### src/rtl/crcPkg.sv
package crcPkg;
  localparam int unsigned CrcWidth  = 32;
  localparam int unsigned ByteWidth = 8;
  localparam logic [CrcWidth-1:0] PolyRefl = 32'hEDB88320;
  localparam logic [CrcWidth-1:0] PresetVal = 32'hFFFFFFFF;
  localparam logic [CrcWidth-1:0] XorOutVal = 32'hFFFFFFFF;

  typedef struct packed {
    logic load;    // take next state into register
    logic usePre;  // base the update on the preset value
    logic doByte;  // apply byte update (else pass base through)
  } crcCtl_t;
endpackage

### src/rtl/crcCtrl.sv
module crcCtrl
  import crcPkg::*;
(
  input  logic    clk,
  input  logic    rst,
  input  logic    start,
  input  logic    byteValid,
  output crcCtl_t ctl
);
  always_comb begin
    ctl.load   = rst | start | byteValid;
    ctl.usePre = rst | start;
    ctl.doByte = byteValid & ~rst;
  end

  // no load strobe when both start and valid are low (outside reset)
  a_r3_idle_no_load: assert property (@(posedge clk) disable iff (rst)
    (!start && !byteValid) |-> !ctl.load);
endmodule

### src/rtl/crcDatapath.sv
module crcDatapath
  import crcPkg::*;
#(
  parameter int unsigned Width = CrcWidth,
  parameter int unsigned DataW = ByteWidth,
  parameter logic [Width-1:0] Poly = PolyRefl,
  parameter logic [Width-1:0] Preset = PresetVal,
  parameter logic [Width-1:0] XorOut = XorOutVal
)(
  input  logic             clk,
  input  logic             rst,
  input  crcCtl_t          ctl,
  input  logic [DataW-1:0] dataIn,
  output logic [Width-1:0] state,
  output logic [Width-1:0] finalOut
);
  logic [Width-1:0] base;
  logic [Width-1:0] stage [DataW+1];
  logic [Width-1:0] nextState;

  assign base = ctl.usePre ? Preset : state;

  // fold byte into low bits, then unroll one shift round per data bit
  assign stage[0] = base ^ {{(Width-DataW){1'b0}}, dataIn};
  for (genvar i = 0; i < DataW; i++) begin : g_round
    assign stage[i+1] = (stage[i] >> 1) ^ (stage[i][0] ? Poly : '0);
  end

  assign nextState = ctl.doByte ? stage[DataW] : base;

  always_ff @(posedge clk) begin
    if (ctl.load) state <= nextState;
  end

  assign finalOut = state ^ XorOut;

  // preset after reset
  a_r1_reset_preset: assert property (@(posedge clk)
    rst |=> (state == Preset));
  // clear without data loads preset
  a_r4_clear_preset: assert property (@(posedge clk) disable iff (rst)
    (ctl.usePre && !ctl.doByte) |=> (state == Preset));
  // hold when no strobe
  a_r3_hold: assert property (@(posedge clk) disable iff (rst)
    !ctl.load |=> $stable(state));
  // output inversion relation
  a_r6_inversion: assert property (@(posedge clk) disable iff (rst)
    (finalOut ^ state) == XorOut);
endmodule

### src/rtl/crcEngine.sv
module crcEngine
  import crcPkg::*;
(
  input  logic        clk,
  input  logic        rst,
  input  logic        start,
  input  logic        byteValid,
  input  logic [7:0]  dataIn,
  output logic [31:0] crcState,
  output logic [31:0] crcOut
);
  crcCtl_t ctl;

  crcCtrl u_ctrl (
    .clk(clk), .rst(rst), .start(start), .byteValid(byteValid), .ctl(ctl)
  );

  crcDatapath u_dp (
    .clk(clk), .rst(rst), .ctl(ctl), .dataIn(dataIn),
    .state(crcState), .finalOut(crcOut)
  );

  // zero byte from zero state stays zero (linearity of the update)
  a_r8_zero_linear: assert property (@(posedge clk) disable iff (rst)
    (byteValid && !start && crcState == 32'h0 && dataIn == 8'h00)
      |=> (crcState == 32'h0));
endmodule

### config.mk
export PLATFORM = sky130hd
export DESIGN_NAME = crcEngine
export DESIGN_NICKNAME = d
export VERILOG_FILES = /design/src/rtl/crcPkg.sv /design/src/rtl/crcCtrl.sv /design/src/rtl/crcDatapath.sv /design/src/rtl/crcEngine.sv
export SDC_FILE = /design/constraint.sdc
export NUM_CORES = 1
export LEC_CHECK = 0
export ABC_CLOCK_PERIOD_IN_PS = 3200
export BUFFER_PORTS_ARGS = -buffer_cell sky130_fd_sc_hd__buf_2
export CORE_ASPECT_RATIO = 0.75
export CORE_MARGIN = 3
export CORE_UTILIZATION = 42
export DETAILED_ROUTE_END_ITERATION = 7
export GPL_TIMING_DRIVEN = 0
export PLACE_DENSITY = 0.69
export SLEW_MARGIN = 20
export SYNTH_ARGS = -nofsm -noshare
export SYNTH_HDL_FRONTEND = slang
export SYNTH_HIERARCHICAL = 1
export SYNTH_SLANG_ARGS = --single-unit
export TNS_END_PERCENT = 20
### constraint.sdc
create_clock -name clk -period 3.2 [get_ports clk]
set_input_delay 0.64 -clock clk [delete_from_list [all_inputs] [get_ports clk]]
set_output_delay 0.64 -clock clk [all_outputs]
set_load 0.02 [all_outputs]
==> results of run 1 <==
==> metal layers <==
metal  track usage (%)  share of wire, %  routed length [µm]
met1              32.2                46                3920
met2              37.2                45                3820
met3              5.40               8.0                 676
met4              6.52              0.87                  74
met5                 0                 0                   0
==> cells in the final DEF, fill, tap and decap left out, types with 9 or more instances in the layout <==
cell | netlist | layout
xnor2_1 | 35 | 35
o21ai_0 | 20 | 20
nand2_1 | 9 | 9
xor2_1 | 17 | 17
clkbuf_1 | 15 | 16
nor3_1 | 16 | 16
buf_2 | 4 | 77
a31oi_1 | 9 | 9
nor2_1 | 39 | 39
inv_1 | 35 | 35
edfxtp_1 | 32 | 32
a21oi_1 | 22 | 22
o22a_1 | 11 | 11
==> kinds of logic after synthesis <==
group / count (synthesis) / share of synthesized area [%]
compound gates: 88 / 20.8
simple gates: 76 / 12.5
xor+xnor: 60 / 23.1
buf+inv: 56 / 7.98
flops: 32 / 35.6
==> report_power, final <==
group          leakage, nW  internal, mW  switching (mW)
combinational         1.07         0.271           0.449
clock               0.0552         0.231           0.168
sequential           0.278         0.529          0.0607
total                 1.40          1.03           0.677
==> through the flow <==
stage | util [%] | cell area [µm²] | setup TNS, ns | instances | setup slack, ns
4_1_cts | 54.4 | 3270 | 0 | 471 | 0.277
5_1_grt | 54.4 | 3270 | 0 | 471 | 0.0611
2_1_floorplan | - | 2700 | 0 | 312 | 0.631
3_3_place_gp | 52.6 | 3160 | -0.0547 | 463 | -0.0294
6_report | 54.4 | 3270 | 0 | 471 | 0.234
3_5_place_dp | 52.6 | 3160 | -0.0483 | 463 | -0.0250
==> layout make-up <==
| class | count | share of cell area, % |
|---|---|---|
| Buffer | 21 | 2.57 |
| Clock buffer | 6 | 2.22 |
| Clock inverter | 2 | 1.07 |
| Inverter | 35 | 4.02 |
| Multi-Input combinational cell | 224 | 46.6 |
| Sequential cell | 32 | 29.4 |
| Tap cell | 78 | 2.99 |
| Timing Repair Buffer | 73 | 11.2 |
==> worst register-to-register path: stages (launching register included) <==
cell and delay (ns):
edfxtp_1 0.35, clkbuf_1 0.32, xnor2_1 0.16, nor2_1 0.07
xnor2_1 0.58, xnor2_1 0.25, or4_1 0.45, o311a_1 0.14
==> final timing paths <==
kind,start,endpoint,cells after the start
worst min register to register,u_dp/state[21],u_dp/state[21],1
worst max register to register,u_dp/state[4],u_dp/state[21],7
worst max-delay path,start,u_dp/state[23],10
worst min-delay path,u_dp/state[21],u_dp/state[21],1
==> flow_summary.json, run 1 <==
{
  "synth_common_cells": "nor2_1, inv_1, xnor2_1, edfxtp_1, a21oi_1",
  "place_congestion": 0.938,
  "syn_inst": 312,
  "synthArstFlopShare_pct": 0,
  "synthTopCellsByArea": "edfxtp_1, xnor2_1, xor2_1",
  "ff2ff_setup_slack_ns": 0.64,
  "numCtsBuffers": 5,
  "insertion_delay_ns": 0.29,
  "fp.coreArea_mm2": 0.00601,
  "dr.pass1.iters": 4,
  "finalClockSkew_ns": 0.00805,
  "rows": 24,
  "yosysMostFrequentCell": "nor2_1",
  "fillers": 583,
  "drt_iter0_markers": 256,
  "grt_setup_unrepaired": "no",
  "post-cts-setup-buffers": 0,
  "finalCriticalPeriod_ns": 2.97,
  "worstSetupStartpointType": "input pin",
  "crit_type": "input pin to flip-flop",
  "required_ns": 3.23,
  "syn-num-nets": 324,
  "cts_num_sinks": 32,
  "drv_cap": 0,
  "wl_per_cell_um": 18.0,
  "worstMarginPinSlew_ns": 0.943,
  "viasPerCell": 5.56,
  "grt_pass1_wl_mm": 13.3,
  "num_antenna_cells": 0,
  "start_util_pct": 44.9,
  "hold_viol": 0,
  "largest_register": "u_dp/state",
  "multi_input_area_mm2": 0.00152,
  "path_max_fanout": 10,
  "powerDensity_mw_per_mm2": 523,
  "dieArea_mm2": 0.00743,
  "area_growth_pct": 21.2,
  "overflow": 0,
  "antenna_found_initial": 0,
  "total_power_mw": 1.71,
  "slew_violations": 0,
  "ys.flop_type": "edfxtp_1",
  "ys_types": 32,
  "port_buffers": 73,
  "cts_max_level": 2,
  "status": "finished, final reports clean",
  "die_y_um": 75.4,
  "synth_top_area_cell": "edfxtp_1",
  "syn_area_per_cell_um2": 8.64,
  "nets": 404,
  "cp-end-kind": "flip-flop",
  "synth_edf_count": 32,
  "drt-total-wl_mm": 8.49,
  "synth_warnings": 6,
  "holdWs_ns": 0.688,
  "cts_hold_buf": 0,
  "peakVddDrop_mv": 0.288,
  "crit_arrival_ns": 3.00,
  "grt_usage_pct": 23.3,
  "synth_top_area_share_pct": 35.6,
  "yosysSeqAreaShare_pct": 35.6,
  "ant_nets": 0,
  "p_leak_nw": 1.40,
  "io_pins": 76,
  "path_clk_slew_ns": 0.07,
  "hpwl_mm": 6.20,
  "setup_violations": 0,
  "register_area_um2": 961,
  "fp.dieW_um": 98.5,
  "fmax_mhz": 337,
  "finalCritPeriodShare_pct": 92.7,
  "maxSlewHeadroom_pct": 36.7,
  "grt_max_degree": 33,
  "clockBufferDepth": 2,
  "crit_family": "simple AND/OR/NAND/NOR gates",
  "cts-root-buf": "clkbuf_8",
  "synth-seq-cells": 32,
  "syn_area_mm2": 0.00270,
  "hold_path_class": "flip-flop to flip-flop",
  "first_global_vias": 2557,
  "vias": 2617,
  "slowest_stage": "clkbuf_1",
  "cts_tree": "yes",
  "largestRegisters": "u_dp/state x32",
  "max_stage_delay_ns": 0.48,
  "cp.buffers_inverters": 4,
  "largest_register_ffs": 32,
  "drive_gt1_share_pct": 22.6,
  "ctsResizeCount": 0,
  "crit_chain": "buf_2 -> or2_1 -> buf_2 -> inv_1 -> clkbuf_1 -> nand3_1 -> a211oi_1 -> a211oi_1 -> nor4_1 -> nor3_1",
  "route.detailed.drc": 0
}
Note: power is estimated with default switching activity, not from simulation.
==> run 2: changes to the inputs <==
--- a/config.mk
+++ b/config.mk
@@ -5,6 +5,7 @@
 export SDC_FILE = /design/constraint.sdc
 export NUM_CORES = 1
 export LEC_CHECK = 0
+export ABC_AREA = 1
 export ABC_CLOCK_PERIOD_IN_PS = 3200
 export BUFFER_PORTS_ARGS = -buffer_cell sky130_fd_sc_hd__buf_2
 export CORE_ASPECT_RATIO = 0.75
@@ -12,7 +13,7 @@
 export CORE_UTILIZATION = 42
 export DETAILED_ROUTE_END_ITERATION = 7
 export GPL_TIMING_DRIVEN = 0
-export PLACE_DENSITY = 0.69
+export PLACE_DENSITY = 0.68
 export SLEW_MARGIN = 20
 export SYNTH_ARGS = -nofsm -noshare
 export SYNTH_HDL_FRONTEND = slang
==> flow_summary.json, run 2 <==
{
  "grt_max_degree": 33,
  "worstSetupStartpointType": "input pin",
  "start_util_pct": 45.5,
  "crit_type": "input pin to flip-flop",
  "syn_area_per_cell_um2": 6.76,
  "required_ns": 3.24,
  "overflow": 0,
  "crit_arrival_ns": 2.49,
  "post_synth_xor_area_fraction_pct": 12.0,
  "syn_inst": 410,
  "synth_top_area_cell": "edfxtp_1",
  "grt_usage_pct": 22.5,
  "dp_slack_ns": 0.485,
  "worstMarginPinSlew_ns": 0.818,
  "clockBufferDepth": 2,
  "layout_common_cells": "nand2_1, buf_2, inv_1",
  "wl_per_cell_um": 15.0,
  "ys.flop_type": "edfxtp_1",
  "cts_hold_buf": 0,
  "ant_nets": 0,
  "cp-end-kind": "flip-flop",
  "path_clk_slew_ns": 0.07,
  "drt_iter0_markers": 259,
  "hold_viol": 0,
  "largest_register_ffs": 32,
  "largestRegisters": "u_dp/state x32",
  "synth_edf_count": 32,
  "viasPerCell": 5.15,
  "p_sw_share_pct": 40.4,
  "dr.pass1.iters": 5,
  "yosysMostFrequentCell": "nand2_1",
  "vias": 2939,
  "powerDensity_mw_per_mm2": 421,
  "dieArea_mm2": 0.00762,
  "grt_pass1_wl_mm": 13.5,
  "synth_warnings": 6,
  "synth_compound_area_share_pct": 8.22,
  "fp.dieW_um": 99.8,
  "synth_top_area_share_pct": 34.7,
  "post-cts-setup-buffers": 0,
  "insertion_delay_ns": 0.29,
  "antenna_found_initial": 0,
  "ctsResizeCount": 0,
  "die_y_um": 76.4,
  "synth.area.mux_share_pct": 0,
  "synth_top_family_by_area": "simple AND/OR/NAND/NOR gates",
  "io_pins": 76,
  "holdWs_ns": 0.638,
  "drt-total-wl_mm": 8.55,
  "hold_path_class": "flip-flop to flip-flop",
  "first_global_vias": 2701,
  "final_area_mm2": 0.00333,
  "synthArstFlopShare_pct": 0,
  "status": "finished, final reports clean",
  "dpl_cell_area_mm2": 0.00325,
  "numCtsBuffers": 5,
  "cts_max_level": 2,
  "nets": 504,
  "syn_area_mm2": 0.00277,
  "p_sw_mw": 0.567,
  "hpwl_mm": 6.25,
  "maxSlewHeadroom_pct": 45.3,
  "p_leak_nw": 1.80,
  "yosysSeqAreaShare_pct": 34.7,
  "finalCritPeriodShare_pct": 76.6,
  "combinationalPowerShare_pct": 38.8,
  "slew_violations": 0,
  "setup_violations": 0,
  "largest_register": "u_dp/state",
  "final.setup.tns_ns": 0,
  "p_clk_share_pct": 22.1,
  "drive_gt1_share_pct": 23.1,
  "synth_fa_ha_area_share_pct": 0,
  "finalCriticalPeriod_ns": 2.45,
  "area_growth_pct": 20.0,
  "peakVddDrop_mv": 0.216,
  "cts_num_sinks": 32,
  "setup_slack_ns": 0.749,
  "finalClockSkew_ns": 0.00373,
  "drv_cap": 0,
  "ys_types": 25,
  "synth-seq-cells": 32,
  "num_antenna_cells": 0,
  "port_buffers": 75,
  "cts-root-buf": "clkbuf_8",
  "p_seq_share_pct": 39.1,
  "synthSimpleGateAreaFrac_pct": 34.7,
  "fp.coreArea_mm2": 0.00610,
  "path_max_fanout": 8,
  "synth_common_cells": "nand2_1, inv_1, nor2_1, edfxtp_1, o21ai_0",
  "synthTopCellsByArea": "edfxtp_1, nand2_1, xor2_1",
  "layout_commonest_cell": "nand2_1",
  "grt_setup_unrepaired": "no",
  "fmax_mhz": 408,
  "syn-num-nets": 422,
  "place_congestion": 0.934,
  "p_int_mw": 0.834,
  "rows": 24,
  "total_power_mw": 1.40,
  "route.detailed.drc": 0,
  "cts_tree": "yes"
}
## run 2: layout make-up
cell class / instances / area [µm²]
plain buffers: 11 / 60.1
clock buffers: 7 / 76.3
clock inverters: 1 / 3.75
fillers: 632 / 2770
inverters: 61 / 229
multi-input cells: 306 / 1520
flip-flops and latches: 32 / 961
well taps: 78 / 97.6
repair buffers: 75 / 375
## run 2: through the flow
| stage | util, % | cells |
|---|---|---|
| 3_5_place_dp | 53.3 | 563 |
| 5_1_grt | 54.6 | 571 |
| 4_1_cts | 54.6 | 571 |
| 6_report | 54.6 | 571 |
| 2_1_floorplan | - | 410 |
| 3_3_place_gp | 53.2 | 563 |
## run 2: kinds of logic after synthesis
group           Yosys count
simple gates            225
xor+xnor                 37
compound gates           44
flops                    32
buf+inv                  72
## run 2: path summary, 6_finish.rpt
| check | startpoint | end | slack (ns) | cells past startpoint |
|---|---|---|---|---|
| worst max-delay path | start | u_dp/state[29] | 0.75 | 14 |
| worst min-delay path | u_dp/state[22] | u_dp/state[22] | 0.64 | 2 |
| worst max register to register | u_dp/state[0] | u_dp/state[29] | 1.18 | 10 |
| worst min register to register | u_dp/state[22] | u_dp/state[22] | 0.64 | 2 |
## run 2: per-layer routing
metal  vias up  global-route usage [%]  share of wire, %
met1      1351                    32.4                46
met4         0                    6.96               1.1
met5         -                       0                 0
li1       1433                       -                 -
met2       146                    34.4                44
met3         9                    3.66               8.7
## run 2: critical path, cell delays in order
cell,delay [ns]
buf_2,0.10
nor2_2,0.12
inv_1,0.06
buf_6,0.14
inv_2,0.15
nand2_1,0.10
nand2_1,0.07
nand2_1,0.20
nand2_1,0.13
nand2_1,0.16
nand2_1,0.17
nand3_2,0.15
o21ai_0,0.25
inv_1,0.06
## run 2: power groups by stage
stage	clock network (mW)	registers (mW)	logic, mW
after global placement	0	0.555	0.524
after detailed placement	0	0.557	0.535
final	0.310	0.548	0.543
after floorplan	0	0.602	0.327
after global routing	0.333	0.555	0.595
after CTS	0.319	0.548	0.538
==> run 3: changes to the inputs <==
--- a/config.mk
+++ b/config.mk
@@ -6,7 +6,7 @@
 export NUM_CORES = 1
 export LEC_CHECK = 0
 export ABC_AREA = 1
-export ABC_CLOCK_PERIOD_IN_PS = 3200
+export ABC_CLOCK_PERIOD_IN_PS = 2300
 export BUFFER_PORTS_ARGS = -buffer_cell sky130_fd_sc_hd__buf_2
 export CORE_ASPECT_RATIO = 0.75
 export CORE_MARGIN = 3
==> constraint.sdc (replaced) <==
create_clock -name clk -period 2.3 [get_ports clk]
set_input_delay 0.46 -clock clk [delete_from_list [all_inputs] [get_ports clk]]
set_output_delay 0.46 -clock clk [all_outputs]
set_load 0.02 [all_outputs]
==> flow_summary.json, run 3 (same netlist as run 2, synthesis figures left out) <==
{
  "fp.coreArea_mm2": 0.00610,
  "path_max_fanout": 9,
  "slew_violations": 0,
  "insertion_delay_ns": 0.29,
  "fp.dieW_um": 99.8,
  "powerDensity_mw_per_mm2": 585,
  "rows": 24,
  "register_area_um2": 961,
  "worstSetupStartpointType": "input pin",
  "post-cts-setup-buffers": 0,
  "layout_commonest_cell": "nand2_1",
  "vias": 2929,
  "required_ns": 2.34,
  "viasPerCell": 5.13,
  "setup_violations": 0,
  "route.detailed.drc": 0,
  "dieArea_mm2": 0.00762,
  "dpl_cell_area_mm2": 0.00325,
  "dr.pass1.iters": 6,
  "grt_usage_pct": 22.5,
  "antenna_found_initial": 0,
  "largest_register": "u_dp/state",
  "holdWs_ns": 0.640,
  "num_antenna_cells": 0,
  "total_power_mw": 1.95,
  "status": "finished, final reports clean",
  "cts-root-buf": "clkbuf_8",
  "fmax_mhz": 474,
  "cts_tree": "yes",
  "final_area_mm2": 0.00333,
  "grt_setup_unrepaired": "no",
  "largest_register_ffs": 32,
  "peakVddDrop_mv": 0.301,
  "finalClockSkew_ns": 0.00515,
  "worstMarginPinSlew_ns": 0.802,
  "drive_gt1_share_pct": 23.3,
  "ant_nets": 0,
  "path_clk_slew_ns": 0.07,
  "hold_viol": 0,
  "start_util_pct": 45.5,
  "drt_iter0_markers": 240,
  "final.setup.tns_ns": 0,
  "cts_hold_buf": 0,
  "area_growth_pct": 20.2,
  "dp_slack_ns": -0.235,
  "layout_common_cells": "nand2_1, buf_2, inv_1",
  "finalCriticalPeriod_ns": 2.11,
  "maxSlewHeadroom_pct": 46.3,
  "hold_path_class": "flip-flop to flip-flop",
  "cp-end-kind": "flip-flop",
  "die_y_um": 76.4,
  "crit_arrival_ns": 2.15,
  "nets": 504,
  "ctsResizeCount": 0,
  "fin_util_pct": 54.7,
  "grt_max_degree": 33,
  "hpwl_mm": 6.25,
  "grt_pass1_wl_mm": 13.5,
  "crit_type": "input pin to flip-flop",
  "first_global_vias": 2701,
  "fillers": 629,
  "wl_per_cell_um": 14.9,
  "setup_slack_ns": 0.189,
  "io_pins": 76,
  "largestRegisters": "u_dp/state x32",
  "cts_num_sinks": 32,
  "final_cell_count_no_fill": 571,
  "port_buffers": 75,
  "place_congestion": 0.934,
  "overflow": 0,
  "clockBufferDepth": 2,
  "cts_max_level": 2,
  "drv_cap": 0,
  "numCtsBuffers": 5,
  "multi_input_area_mm2": 0.00153,
  "drt-total-wl_mm": 8.51,
  "place_inst": 563,
  "finalCritPeriodShare_pct": 91.8,
  "p_leak_nw": 1.80
}
-- run 3: changes by cell type in the layout (fill, tap and decap cells not counted) --
cell,previous run,this run
o21ai_0,31,30
inv_4,0,1
nand2_1,144,143
inv_2,2,1
nand2_2,17,18
o21ai_1,7,8
-- run 3: cell type report --
type,count,area share [%]
buffer,11,1.80
clock buffer,7,2.29
clock inverter,1,0.113
inverter,61,6.95
multi-input combinational,306,45.8
sequential,32,28.8
tap,78,2.93
timing repair buffer,75,11.3
-- run 3: path summary, 6_finish.rpt --
check        slack (ns)           start              to  depth (start not counted)
max                0.19           start  u_dp/state[23]                         16
min                0.64  u_dp/state[12]  u_dp/state[12]                          2
max reg2reg        0.39   u_dp/state[0]  u_dp/state[23]                         10
min reg2reg        0.64  u_dp/state[12]  u_dp/state[12]                          2
-- run 3: power breakdown --
part	internal, mW	switching (mW)
sequential	0.714	0.0486
clock	0.211	0.220
combinational	0.237	0.519
-- run 3: critical path: stages --
cell     delay, ns
buf_2         0.10
nor2_2        0.12
inv_1         0.06
buf_6         0.14
inv_4         0.10
nand2_1       0.08
nand2_1       0.08
nand2_2       0.16
nand2_1       0.12
nand2_1       0.20
nand2_1       0.15
nand2_1       0.06
nand2_1       0.05
nand3_1       0.10
nand2_1       0.10
o21ai_1       0.07
-- run 3: per-layer routing --
metal / share of wire, % / GRT usage (%)
met4: 0.98 / 6.96
met2: 44 / 34.4
met1: 46 / 32.4
met3: 9.2 / 3.66
met5: 0 / 0
